$ cat config.mk
export PLATFORM = sky130hd
export DESIGN_NAME = pb_dma_irq
export DESIGN_NICKNAME = d
export VERILOG_FILES = /design/src/rtl/pb_dma_pkg.sv /design/src/rtl/pb_req_ctrl.sv /design/src/rtl/pb_byte_cnt.sv /design/src/rtl/pb_irq_flags.sv /design/src/rtl/pb_dma_irq.sv
export SDC_FILE = /design/constraint.sdc
export NUM_CORES = 1
export LEC_CHECK = 0
export CAP_MARGIN = 20
export CORE_ASPECT_RATIO = 1.5
export CORE_MARGIN = 4
export CORE_UTILIZATION = 50
export CTS_CLUSTER_SIZE = 10
export DETAILED_ROUTE_END_ITERATION = 7
export PLACE_DENSITY_LB_ADDON = 0.1
export SYNTH_ARGS = -nofsm -noshare
export SYNTH_HDL_FRONTEND = slang
export SYNTH_SLANG_ARGS = --single-unit
$ cat constraint.sdc
create_clock -name clk -period 2.9 [get_ports clk]
set_input_delay 0.87 -clock clk [delete_from_list [all_inputs] [get_ports clk]]
set_output_delay 0.87 -clock clk [all_outputs]
set_load 0.01 [all_outputs]
$ cat src/rtl/pb_dma_pkg.sv
package pb_dma_pkg;
  // Flag events presented to the interrupt flag register in one cycle.
  typedef struct packed {
    logic hit;      // terminal count reached
    logic clr_all;  // status-address write
    logic wr;       // alternate status write
    logic wr_pi;    // value of playback flag in that write
  } flag_evt_t;

  function automatic int cnt_width(input int byte_w, input int shift_w);
    return 2 * byte_w + (2 ** shift_w) - 1;
  endfunction
endpackage

$ cat src/rtl/pb_req_ctrl.sv
module pb_req_ctrl #(
  parameter int CNT_W = 19
) (
  input  logic             clk,
  input  logic             rst,
  input  logic             play_en,
  input  logic             pio_mode,
  input  logic             irq_en,
  input  logic [CNT_W-1:0] term,
  output logic             run,
  output logic             dma_req
);
  logic zero_lim;

  assign run      = play_en && !pio_mode;
  assign zero_lim = irq_en && (term == '0);

  always_ff @(posedge clk) begin
    if (rst) dma_req <= 1'b0;
    else     dma_req <= run && !zero_lim;
  end
endmodule

$ cat src/rtl/pb_byte_cnt.sv
module pb_byte_cnt #(
  parameter int CNT_W = 19
) (
  input  logic             clk,
  input  logic             rst,
  input  logic             run,
  input  logic             irq_en,
  input  logic             take,
  input  logic [CNT_W-1:0] term,
  output logic             hit
);
  logic [CNT_W-1:0] cnt_q;
  logic [CNT_W:0]   nxt;
  logic             adv;

  assign nxt = {1'b0, cnt_q} + 1'b1;
  assign adv = run && irq_en && take;
  assign hit = adv && (nxt >= {1'b0, term});

  always_ff @(posedge clk) begin
    if (rst || !run)  cnt_q <= '0;
    else if (hit)     cnt_q <= '0;
    else if (adv)     cnt_q <= nxt[CNT_W-1:0];
  end
endmodule

$ cat src/rtl/pb_irq_flags.sv
module pb_irq_flags
  import pb_dma_pkg::*;
(
  input  logic      clk,
  input  logic      rst,
  input  flag_evt_t evt,
  output logic      stat_int,
  output logic      flag_pi
);
  always_ff @(posedge clk) begin
    if (rst) begin
      stat_int <= 1'b0;
      flag_pi  <= 1'b0;
    end else if (evt.hit) begin
      stat_int <= 1'b1;
      flag_pi  <= 1'b1;
    end else if (evt.clr_all) begin
      stat_int <= 1'b0;
      flag_pi  <= 1'b0;
    end else if (evt.wr) begin
      if (flag_pi && !evt.wr_pi) stat_int <= 1'b0;
      flag_pi <= evt.wr_pi;
    end
  end
endmodule

$ cat src/rtl/pb_dma_irq.sv
module pb_dma_irq
  import pb_dma_pkg::*;
#(
  parameter int BYTE_W  = 8,
  parameter int SHIFT_W = 2
) (
  input  logic               clk,
  input  logic               rst,
  input  logic               play_en,
  input  logic               pio_mode,
  input  logic               irq_en,
  input  logic [BYTE_W-1:0]  base_hi,
  input  logic [BYTE_W-1:0]  base_lo,
  input  logic [SHIFT_W-1:0] frame_shift,
  input  logic               dma_ack,
  input  logic               clr_status,
  input  logic               flag_wr,
  input  logic               flag_wr_pi,
  output logic               dma_req,
  output logic               irq,
  output logic               stat_int,
  output logic               flag_pi
);
  localparam int CNT_W = cnt_width(BYTE_W, SHIFT_W);

  logic [CNT_W-1:0] term;
  logic             run;
  logic             hit;
  flag_evt_t        evt;

  assign term = CNT_W'({base_hi, base_lo}) << frame_shift;

  pb_req_ctrl #(.CNT_W(CNT_W)) u_req (
    .clk(clk), .rst(rst), .play_en(play_en), .pio_mode(pio_mode),
    .irq_en(irq_en), .term(term), .run(run), .dma_req(dma_req)
  );

  pb_byte_cnt #(.CNT_W(CNT_W)) u_cnt (
    .clk(clk), .rst(rst), .run(run), .irq_en(irq_en),
    .take(dma_ack && dma_req), .term(term), .hit(hit)
  );

  assign evt = '{hit: hit, clr_all: clr_status, wr: flag_wr, wr_pi: flag_wr_pi};

  pb_irq_flags u_flags (
    .clk(clk), .rst(rst), .evt(evt), .stat_int(stat_int), .flag_pi(flag_pi)
  );

  assign irq = stat_int;
endmodule

==> results.py, run 1 <==
metrics = {
    "yosys": {
        "yosysTopAreaCellShare_pct": 19.2,
        "synthTopCellsByArea": "dfxtp_1 19%, ha_1 11%, nand2_1 8.2%, nand4_1 6.3%, nand3_1 5.5%",
        "yosysSeqAreaShare_pct": 19.2,
        "synth_warnings": 0,
        "synth-xor-area-share_pct": 6.12,
        "synth_top_family_by_area": "simple AND/OR/NAND/NOR gates",
        "synth_fa_ha_area_share_pct": 10.9,
        "synth_compound_area_share_pct": 15.1,
        "yosysUniqueCellTypes": 49,
        "synth_top_area_cell": "dfxtp_1",
        "syn_nets": 352,
        "synth_area_mm2": 0.00229,
        "ys_ff_latch": 22,
        "netlist_instances": 305,
        "syn_area_per_cell_um2": 7.51,
        "muxShareOfSynthArea_pct": 8.74,
        "yosys.area_share.simple_pct": 33.6,
    },
    "route": {
        "wl_per_cell_um": 26.0,
        "routed_wl_um": 11900,
        "ant_nets": 0,
        "firstDrtPassIters": 7,
        "vias_per_cell": 7.24,
        "drtIter0Drc": 349,
        "vias": 3310,
        "drc": 0,
    },
    "setup_path": {
        "crit_buf_inv": 5,
        "crit_family": "compound AO/OA/AOI/OAI gates",
        "cp.required_ns": 3.09,
        "crit_arrival_ns": 3.40,
        "crit_fanout": 9,
        "crit_type": "input pin to flip-flop",
        "worstPathCellList": "buf_6 > buf_12 > buf_4 > mux2i_1 > nand2_1 > nand2_2 > ha_4 > nand2_1 > o21a_1 > a211oi_4 > o21ai_2 > buf_6 > a21o_1 > buf_6 > a21oi_1",
        "r2r_cells": 13,
        "slowest_delay_ns": 0.33,
        "start_kind": "input pin",
        "crit_path_start": "frame_shift[0]",
        "r2r-end": "u_cnt.cnt_q[5]",
        "crit_cells": 15,
        "regToRegStartpoint": "u_cnt.cnt_q[8]",
        "r2r_slack_ns": -0.22,
        "endpoint": "u_flags.stat_int",
        "end_kind": "flip-flop",
        "critPathSlowestCell": "mux2i_1",
        "crit_top_cell": "buf_6",
    },
    "sta": {
        "finalCriticalPeriod_ns": 3.21,
        "setup_violations": 21,
        "slew_viol_final": 0,
        "setup_ws_ns": -0.310,
        "whs_ns": 0.567,
        "worst_slew_pin_slew_ns": 0.501,
        "min_period_over_period_pct": 111,
        "maxSlewHeadroom_pct": 66.3,
        "fin_skew_ns": 0.00464,
        "grt_setup_unrepaired": "true",
        "finalHoldViolCount": 0,
        "fmax_mhz": 312,
    },
    "finish": {
        "antenna_cells": 0,
        "area_growth_pct": 74.5,
        "utilization_pct": 92.6,
        "nets": 459,
        "fill_cells": 145,
        "drive_above_1_share_pct": 47.7,
    },
    "floorplanning": {
        "dieArea_mm2": 0.00575,
        "ioPinCount": 31,
        "rows": 29,
        "die_y_um": 90.9,
        "start_util_pct": 53.1,
        "core_area_mm2": 0.00432,
        "dieWidth_um": 63.3,
    },
    "global_routing": {
        "grt_first_pass_wirelength_um": 13200,
        "grt_pass1_vias": 2871,
        "grt_max_degree": 18,
        "overflow": 0,
        "antenna_found_initial": 0,
        "groute.usage.overall_pct": 28.1,
    },
    "cts": {
        "clock_sinks": 22,
        "htree_levels": 1,
        "numCtsBuffers": 3,
        "clk_latency_ns": 0.27,
        "clkSlewWorstSetupHoldPaths_ns": 0.09,
        "cts_tree": "done",
        "cts_root_buf": "clkbuf_8",
        "cts_max_path_buffers": 2,
    },
    "power_and_ir_drop": {
        "cellLeakagePower_nw": 1.62,
        "ir_drop_mv": 0.284,
        "p_per_area_mw_per_mm2": 224,
        "p_total_mw": 0.894,
    },
    "run_status": {
        "violations": "negative setup slack",
        "status": "complete, but fails checks",
    },
    "min_path": {
        "holdPathStages": 2,
        "hold_path.class": "flip-flop to flip-flop",
    },
    "placed_design": {
        "place_hpwl_um": 5110,
        "gp_congestion": 0.866,
        "numPortBuffers": 30,
    },
    "run": {
        "cap_violations": 0,
    },
}
[per-stage QoR]
| step | setup WS [ns] | area (µm²) | cells | setup TNS [ns] |
|---|---|---|---|---|
| final | -0.310 | 4000 | 457 | -4.70 |
| after global routing | -0.468 | 4000 | 457 | -7.83 |
| after CTS | -0.0768 | 3560 | 453 | -0.503 |
| after detailed placement | -0.962 | 3060 | 427 | -19.08 |
| after global placement | -0.916 | 3060 | 427 | -18.27 |
| after floorplan | 0.000269 | 2320 | 305 | 0 |
[worst min-delay path by stage]
stage          slack (ns)       startpoint               to
2_1_floorplan        0.47   u_cnt.cnt_q[1]   u_cnt.cnt_q[1]
3_3_place_gp         0.48  u_cnt.cnt_q[17]  u_cnt.cnt_q[17]
3_5_place_dp         0.49  u_cnt.cnt_q[17]  u_cnt.cnt_q[17]
4_1_cts              0.50  u_cnt.cnt_q[17]  u_cnt.cnt_q[17]
5_1_grt              0.57  u_cnt.cnt_q[18]  u_cnt.cnt_q[18]
6_report             0.57  u_cnt.cnt_q[18]  u_cnt.cnt_q[18]
[worst reg2reg max path, cell delays in order, from the launching register on]
cell      delay, ns
dfxtp_2        0.37
nand3_4        0.10
or4_4          0.57
buf_6          0.17
xnor2_4        0.20
ha_4           0.25
a21oi_2        0.16
o21a_1         0.23
o211ai_1       0.14
o21ai_2        0.21
buf_6          0.15
a21o_1         0.18
buf_6          0.13
o2111a_1       0.20
[flip-flops by register name, summed over array words and instances (netlist names)]
register / cells
u_cnt.cnt_q: 19
u_flags.flag_pi: 1
u_req.dma_req: 1
u_flags.stat_int: 1
[where the power goes]
group / total, mW / leakage (nW) / internal [mW] / switching [mW]
logic: 0.294 / 1.41 / 0.150 / 0.145
registers: 0.302 / 0.183 / 0.301 / 0.000780
clock network: 0.299 / 0.0357 / 0.185 / 0.114
total: 0.894 / 1.62 / 0.635 / 0.259
[cell usage after synthesis, drive strengths merged]
master   instances
a2111oi          2
a211oi           2
a21o             2
a21oi           12
a31oi           15
and2             1
and3             5
buf             15
clkbuf           8
dfxtp           22
ha              20
inv              2
mux2             7
mux2i           11
nand2           51
nand2b           3
nand3           25
nand4           23
nand4b           2
nor2            13
nor2b            2
nor3            11
nor3b            2
nor4             2
nor4b            1
o2111a           1
o211ai           3
o21a             3
o21ai           12
o22ai            1
o31ai            1
or2              5
or3              2
or4              2
xnor2           10
xor2             6
[per-layer routing]
metal / routed length [µm] / GRT usage, % / share of wire (%) / up-vias
li1: - / - / - / 1333
met1: 3840 / 30.5 / 32 / 1520
met2: 5600 / 51.9 / 47 / 317
met3: 1090 / 3.74 / 9.2 / 140
met4: 1360 / 15.0 / 11 / 0
met5: 0 / 0 / 0 / -
[area by class of cell]
cell class | count | area [µm²] | area share [%]
Timing Repair Buffer | 125 | 1140 | 28.4
Clock buffer | 3 | 41.3 | 1.03
Tap cell | 46 | 57.6 | 1.44
Inverter | 2 | 7.51 | 0.188
Clock inverter | 1 | 30.0 | 0.751
Sequential cell | 22 | 457 | 11.4
Multi-Input combinational cell | 258 | 2270 | 56.7
[what timing repair did]
item / 4_1_cts / 5_1_grt
setup endpoints to repair: 22 / 21
resized for setup: 74 / 73
pin swaps: 37 / 48
hold buffers: 0 / 0
buffers inserted: 19 / 5
cloned: 3 / 2
[cell families after synthesis]
group           count (synthesis)
compound gates                 54
flops                          22
buf+inv                        25
xor+xnor                       16
mux                            18
simple gates                  150
fa+ha+maj                      20
[layout by cell type (no fill, tap or decap), types with 5 or more instances in the layout]
cell / synthesis / layout
mux2_4: 3 / 7
ha_4: 0 / 11
clkdlybuf4s50_1: 0 / 15
o21ai_2: 3 / 5
buf_4: 5 / 77
dlymetal6s2s_1: 0 / 5
nand3_1: 25 / 12
o21ai_4: 0 / 5
nand2_2: 1 / 6
nand4_1: 23 / 23
nand2_1: 50 / 45
dfxtp_2: 0 / 7
buf_6: 1 / 13
nand3_2: 0 / 10
xnor2_1: 10 / 6
nor3_1: 11 / 11
dlygate4sd2_1: 0 / 8
ha_1: 20 / 9
a31oi_1: 15 / 15
nor2_1: 12 / 7
a21oi_1: 11 / 6
a21oi_2: 1 / 6
xor2_1: 6 / 5
mux2i_1: 11 / 6
and3_1: 5 / 5
dfxtp_1: 22 / 13
No activity file was read; power rests on OpenSTA's default activity.
==> inputs of run 2 (changes only) <==
--- a/config.mk
+++ b/config.mk
@@ -12,6 +12,7 @@
 export CTS_CLUSTER_SIZE = 10
 export DETAILED_ROUTE_END_ITERATION = 7
 export PLACE_DENSITY_LB_ADDON = 0.1
+export SKIP_CTS_REPAIR_TIMING = 1
 export SYNTH_ARGS = -nofsm -noshare
 export SYNTH_HDL_FRONTEND = slang
 export SYNTH_SLANG_ARGS = --single-unit
==> run 2 against run 1 <==
Against the previous run:
- the flow still finishes with violations (negative setup slack)
- sequential power is essentially flat
- register-to-register slack is essentially flat
- final cell count shrank 1.8%
- highest routed layer unchanged
==> results.py, run 2 (same netlist as run 1, synthesis figures left out) <==
metrics = {
    "min_path": {
        "holdPathStages": 2,
        "hold_path.class": "flip-flop to flip-flop",
        "timing.hold.worst.start": "u_cnt.cnt_q[17]",
        "min_to": "u_cnt.cnt_q[17]",
    },
    "route": {
        "ant_nets": 0,
        "wl_per_cell_um": 21.6,
        "vias_per_cell": 6.73,
        "firstDrtPassIters": 5,
        "routed_wl_um": 9700,
        "drc": 0,
        "drtIter0Drc": 218,
        "vias": 3024,
    },
    "power_and_ir_drop": {
        "ir_drop_mv": 0.352,
        "p_total_mw": 0.865,
        "p_per_area_mw_per_mm2": 229,
        "cellLeakagePower_nw": 1.61,
    },
    "sta": {
        "maxSlewHeadroom_pct": 71.8,
        "tns_ns": -3.67,
        "min_period_over_period_pct": 110,
        "grt_setup_unrepaired": "true",
        "finalCriticalPeriod_ns": 3.18,
        "slew_viol_final": 0,
        "fin_skew_ns": 0.00183,
        "setup_violations": 21,
        "worst_slew_pin_slew_ns": 0.422,
        "setup_ws_ns": -0.279,
        "finalHoldViolCount": 0,
        "fmax_mhz": 315,
    },
    "cts": {
        "clk_latency_ns": 0.27,
        "clkSlewWorstSetupHoldPaths_ns": 0.09,
        "numCtsBuffers": 3,
        "cts_tree": "done",
        "htree_levels": 1,
        "clock_sinks": 22,
        "cts_root_buf": "clkbuf_8",
        "cts_max_path_buffers": 2,
    },
    "setup_path": {
        "r2r_cells": 16,
        "crit_arrival_ns": 3.34,
        "regToRegStartpoint": "u_cnt.cnt_q[4]",
        "slowest_delay_ns": 0.57,
        "worstPathCellList": "clkdlybuf4s50_1 > mux2i_1 > nand2_1 > nand2_1 > ha_1 > nand2_1 > o21a_1 > a211oi_2 > o21ai_2 > buf_4 > a21o_1 > buf_6 > o2111a_1",
        "crit_cells": 13,
        "crit_buf_inv": 3,
        "crit_type": "input pin to flip-flop",
        "start_kind": "input pin",
        "end_kind": "flip-flop",
        "cp.required_ns": 3.06,
        "critPathSlowestCell": "clkdlybuf4s50_1",
        "crit_fanout": 3,
        "r2r_slack_ns": -0.21,
        "crit_family": "compound AO/OA/AOI/OAI gates",
        "r2r-end": "u_cnt.cnt_q[5]",
        "crit_top_cell": "nand2_1",
    },
    "placed_design": {
        "numPortBuffers": 30,
        "gp_congestion": 0.866,
        "place_hpwl_um": 5110,
    },
    "global_routing": {
        "grt.busiest_layer": "met2",
        "grt_max_degree": 25,
        "met2_usage_pct": 42.0,
        "met3_usage_pct": 3.11,
        "overflow": 0,
        "grt_first_pass_wirelength_um": 11100,
        "grt.met1_usage_pct": 27.4,
        "groute.usage.overall_pct": 23.1,
        "antenna_found_initial": 0,
        "grt_pass1_vias": 2492,
    },
    "floorplanning": {
        "start_util_pct": 53.1,
        "die_y_um": 90.9,
        "dieWidth_um": 63.3,
        "ioPinCount": 31,
        "core_area_mm2": 0.00432,
        "dieArea_mm2": 0.00575,
        "rows": 29,
    },
    "run_status": {
        "status": "complete, but fails checks",
        "violations": "negative setup slack",
    },
    "finish": {
        "antenna_cells": 0,
        "largest_reg_flops": 19,
        "fill_cells": 194,
        "layout.cells.most_common_list": "74 x buf_4, 47 x nand2_1, 23 x nand4_1",
        "top_register": "u_cnt.cnt_q",
        "final_common_cell": "buf_4",
        "nets": 451,
        "area_growth_pct": 64.9,
        "drive_above_1_share_pct": 41.4,
    },
    "run": {
        "cap_violations": 0,
    },
}
-- run 2: cell count changes in the layout (fill, tap and decap cells not counted), moves of 4 or more --
cell	change
dfxtp_1	+5
dlygate4sd2_1	-8
nand3_2	-4
dfxtp_2	-5
buf_6	-5
dlymetal6s2s_1	+6
nand3_1	+6
-- run 2: worst min-delay path: cells and delay by family, from the launching register on --
family	cells	cell delay, ns
AO/OA/AOI/OAI	1	0.06
flip-flops	1	0.36
AND/OR/NAND/NOR	1	0.08
-- run 2: routing by layer --
metal	up-vias	part of all wire (%)
met4	0	6.4
met1	1440	36
met2	203	50
met3	59	7.1
met5	-	0
li1	1322	-
-- run 2: stage by stage --
step | hold slack, ns | util [%] | cell area [µm²] | instances | setup WS, ns
after floorplan | 0.467 | - | 2320 | 305 | 0.000269
after global placement | 0.483 | 70.8 | 3060 | 427 | -0.916
after detailed placement | 0.491 | 70.8 | 3060 | 427 | -0.962
after CTS | 0.505 | 72.5 | 3130 | 431 | -0.671
after global routing | 0.542 | 87.5 | 3780 | 449 | -0.419
final | 0.538 | 87.5 | 3780 | 449 | -0.279
-- run 2: area by class of cell --
class | instances | area (µm²) | area share, %
clock buffer | 3 | 41.3 | 1.09
clock inverter | 1 | 30.0 | 0.795
inverter | 2 | 7.51 | 0.199
multi-input combinational | 258 | 2110 | 55.8
sequential | 22 | 450 | 11.9
tap | 46 | 57.6 | 1.52
timing repair buffer | 117 | 1080 | 28.7
-- run 2: worst max-delay path by stage --
stage / from / endpoint / slack, ns
finish: base_hi[1] / u_cnt.cnt_q[5] / -0.28
global placement: frame_shift[0] / u_cnt.cnt_q[10] / -0.92
floorplan: frame_shift[0] / u_cnt.cnt_q[17] / 0.0003
CTS: frame_shift[0] / u_cnt.cnt_q[18] / -0.67
detailed placement: frame_shift[0] / u_cnt.cnt_q[18] / -0.96
global route: frame_shift[0] / u_flags.flag_pi / -0.42
-- run 2: report_power, final --
part	leakage [nW]	switching, mW	internal, mW
clock network	0.0357	0.115	0.185
logic	1.39	0.122	0.142
registers	0.180	0.000678	0.301
total	1.61	0.237	0.628
==> inputs of run 3 (changes only) <==
--- a/config.mk
+++ b/config.mk
@@ -9,8 +9,9 @@
 export CORE_ASPECT_RATIO = 1.5
 export CORE_MARGIN = 4
 export CORE_UTILIZATION = 50
-export CTS_CLUSTER_SIZE = 10
+export CTS_CLUSTER_SIZE = 25
 export DETAILED_ROUTE_END_ITERATION = 7
+export MAX_ROUTING_LAYER = met4
 export PLACE_DENSITY_LB_ADDON = 0.1
 export SKIP_CTS_REPAIR_TIMING = 1
 export SYNTH_ARGS = -nofsm -noshare
==> run 3 against run 2 <==
Against the previous run:
- clock power is 2% higher
- flip-flop and latch count did not move
- die area unchanged
- critical endpoint unchanged
- clock skew is 0.00056 ns higher
- highest routed layer unchanged
- largest power group is now the clock network
- final area unchanged
- the run still ends with negative setup slack left
- final cell count unchanged
- wire length is 0.19% lower
==> results.py, run 3 (same netlist as run 1, synthesis figures left out) <==
metrics = {
    "cts": {
        "clk_latency_ns": 0.28,
        "clkSlewWorstSetupHoldPaths_ns": 0.09,
        "cts_root_buf": "clkbuf_8",
        "cts_max_path_buffers": 2,
        "htree_levels": 1,
        "numCtsBuffers": 3,
        "clock_sinks": 22,
        "cts_tree": "done",
    },
    "setup_path": {
        "end_kind": "flip-flop",
        "crit_arrival_ns": 3.37,
        "slowest_delay_ns": 0.58,
        "worstPathCellList": "clkdlybuf4s50_1 > mux2i_1 > nand2_1 > nand2_1 > ha_1 > nand2_1 > o21a_1 > a211oi_2 > o21ai_2 > buf_4 > a21o_1 > buf_6 > o2111a_1",
        "regToRegStartpoint": "u_cnt.cnt_q[9]",
        "crit_path_start": "base_hi[1]",
        "start_kind": "input pin",
        "crit_top_cell": "nand2_1",
        "cp.required_ns": 3.07,
        "critPathSlowestCell": "clkdlybuf4s50_1",
        "crit_fanout": 3,
        "crit_type": "input pin to flip-flop",
    },
    "global_routing": {
        "grt_first_pass_wirelength_um": 11100,
        "overflow": 0,
        "antenna_found_initial": 0,
        "groute.usage.overall_pct": 23.8,
        "grt_pass1_vias": 2494,
        "grt_max_degree": 25,
    },
    "min_path": {
        "hold_path.class": "flip-flop to flip-flop",
        "timing.hold.worst.start": "u_cnt.cnt_q[17]",
    },
    "run_status": {
        "violations": "negative setup slack",
        "status": "complete, but fails checks",
    },
    "route": {
        "drtIter0Drc": 246,
        "routed_wl_um": 9680,
        "ant_nets": 0,
        "drc": 0,
        "vias": 3029,
        "vias_per_cell": 6.75,
        "firstDrtPassIters": 5,
        "wl_per_cell_um": 21.6,
    },
    "power_and_ir_drop": {
        "cellLeakagePower_nw": 1.61,
        "p_per_area_mw_per_mm2": 231,
        "ir_drop_mv": 0.355,
    },
    "sta": {
        "maxSlewHeadroom_pct": 71.3,
        "worst_slew_pin_slew_ns": 0.429,
        "whs_ns": 0.539,
        "finalHoldViolCount": 0,
        "grt_setup_unrepaired": "true",
        "tns_ns": -3.79,
        "finalCriticalPeriod_ns": 3.19,
        "fin_skew_ns": 0.00239,
        "slew_viol_final": 0,
        "setup_violations": 21,
        "min_period_over_period_pct": 110,
        "setup_ws_ns": -0.293,
        "fmax_mhz": 313,
    },
    "finish": {
        "drive_above_1_share_pct": 41.4,
        "area_growth_pct": 64.9,
        "top_register": "u_cnt.cnt_q",
        "fill_cells": 194,
        "finalNonFillerCells": 449,
        "nets": 451,
        "final_common_cell": "buf_4",
        "largest_reg_flops": 19,
        "antenna_cells": 0,
        "layout.cells.most_common_list": "74 x buf_4, 47 x nand2_1, 23 x nand4_1",
    },
    "floorplanning": {
        "die_y_um": 90.9,
        "start_util_pct": 53.1,
        "core_area_mm2": 0.00432,
        "rows": 29,
        "ioPinCount": 31,
        "dieWidth_um": 63.3,
        "dieArea_mm2": 0.00575,
    },
    "placed_design": {
        "dpl.cell_count": 427,
        "numPortBuffers": 30,
        "gp_congestion": 0.880,
        "place_hpwl_um": 5110,
    },
    "run": {
        "cap_violations": 0,
    },
}
run 3: worst max-delay path: cells and delay by family:
| kind | cells | cell delay, ns |
|---|---|---|
| and+or+nand+nor | 3 | 0.22 |
| buffers and inverters | 3 | 0.87 |
| muxes | 1 | 0.15 |
| AOI/OAI and AO/OA | 5 | 0.94 |
| adders and majority gates | 1 | 0.31 |
run 3: worst paths after layout:
path                                   endpoint  slack, ns  cells after the start
worst max-delay path             u_cnt.cnt_q[5]      -0.29                     13
worst min-delay path            u_cnt.cnt_q[17]       0.54                      2
worst max register to register   u_cnt.cnt_q[5]      -0.22                     13
worst min register to register  u_cnt.cnt_q[17]       0.54                      2
run 3: cell type report:
cell class	instances	area, µm²	share of cell area, %
well taps	46	57.6	1.52
inverters	2	7.51	0.199
clock inverters	1	30.0	0.795
clock buffers	3	41.3	1.09
multi-input cells	258	2110	55.8
repair buffers	117	1080	28.7
flip-flops and latches	22	450	11.9
run 3: per-layer routing:
metal	track usage, %	routed length (µm)	vias to the layer above
met1	27.4	3430	1433
li1	-	-	1326
met2	42.0	4920	200
met5	-	0	-
met4	7.75	614	0
met3	3.11	717	70
run 3: metrics by stage:
step / utilization, % / power, mW / area, µm² / setup slack (ns)
2_1_floorplan: - / 0.402 / 2320 / 0.000269
3_3_place_gp: 70.8 / 0.492 / 3060 / -0.916
3_5_place_dp: 70.8 / 0.494 / 3060 / -0.962
4_1_cts: 72.5 / 0.785 / 3130 / -0.671
5_1_grt: 87.5 / 0.892 / 3780 / -0.409
6_report: 87.5 / 0.872 / 3780 / -0.293
run 3: where the power goes:
part / internal (mW) / switching, mW
logic: 0.142 / 0.122
registers: 0.301 / 0.000705
clock network: 0.185 / 0.121
total: 0.628 / 0.244
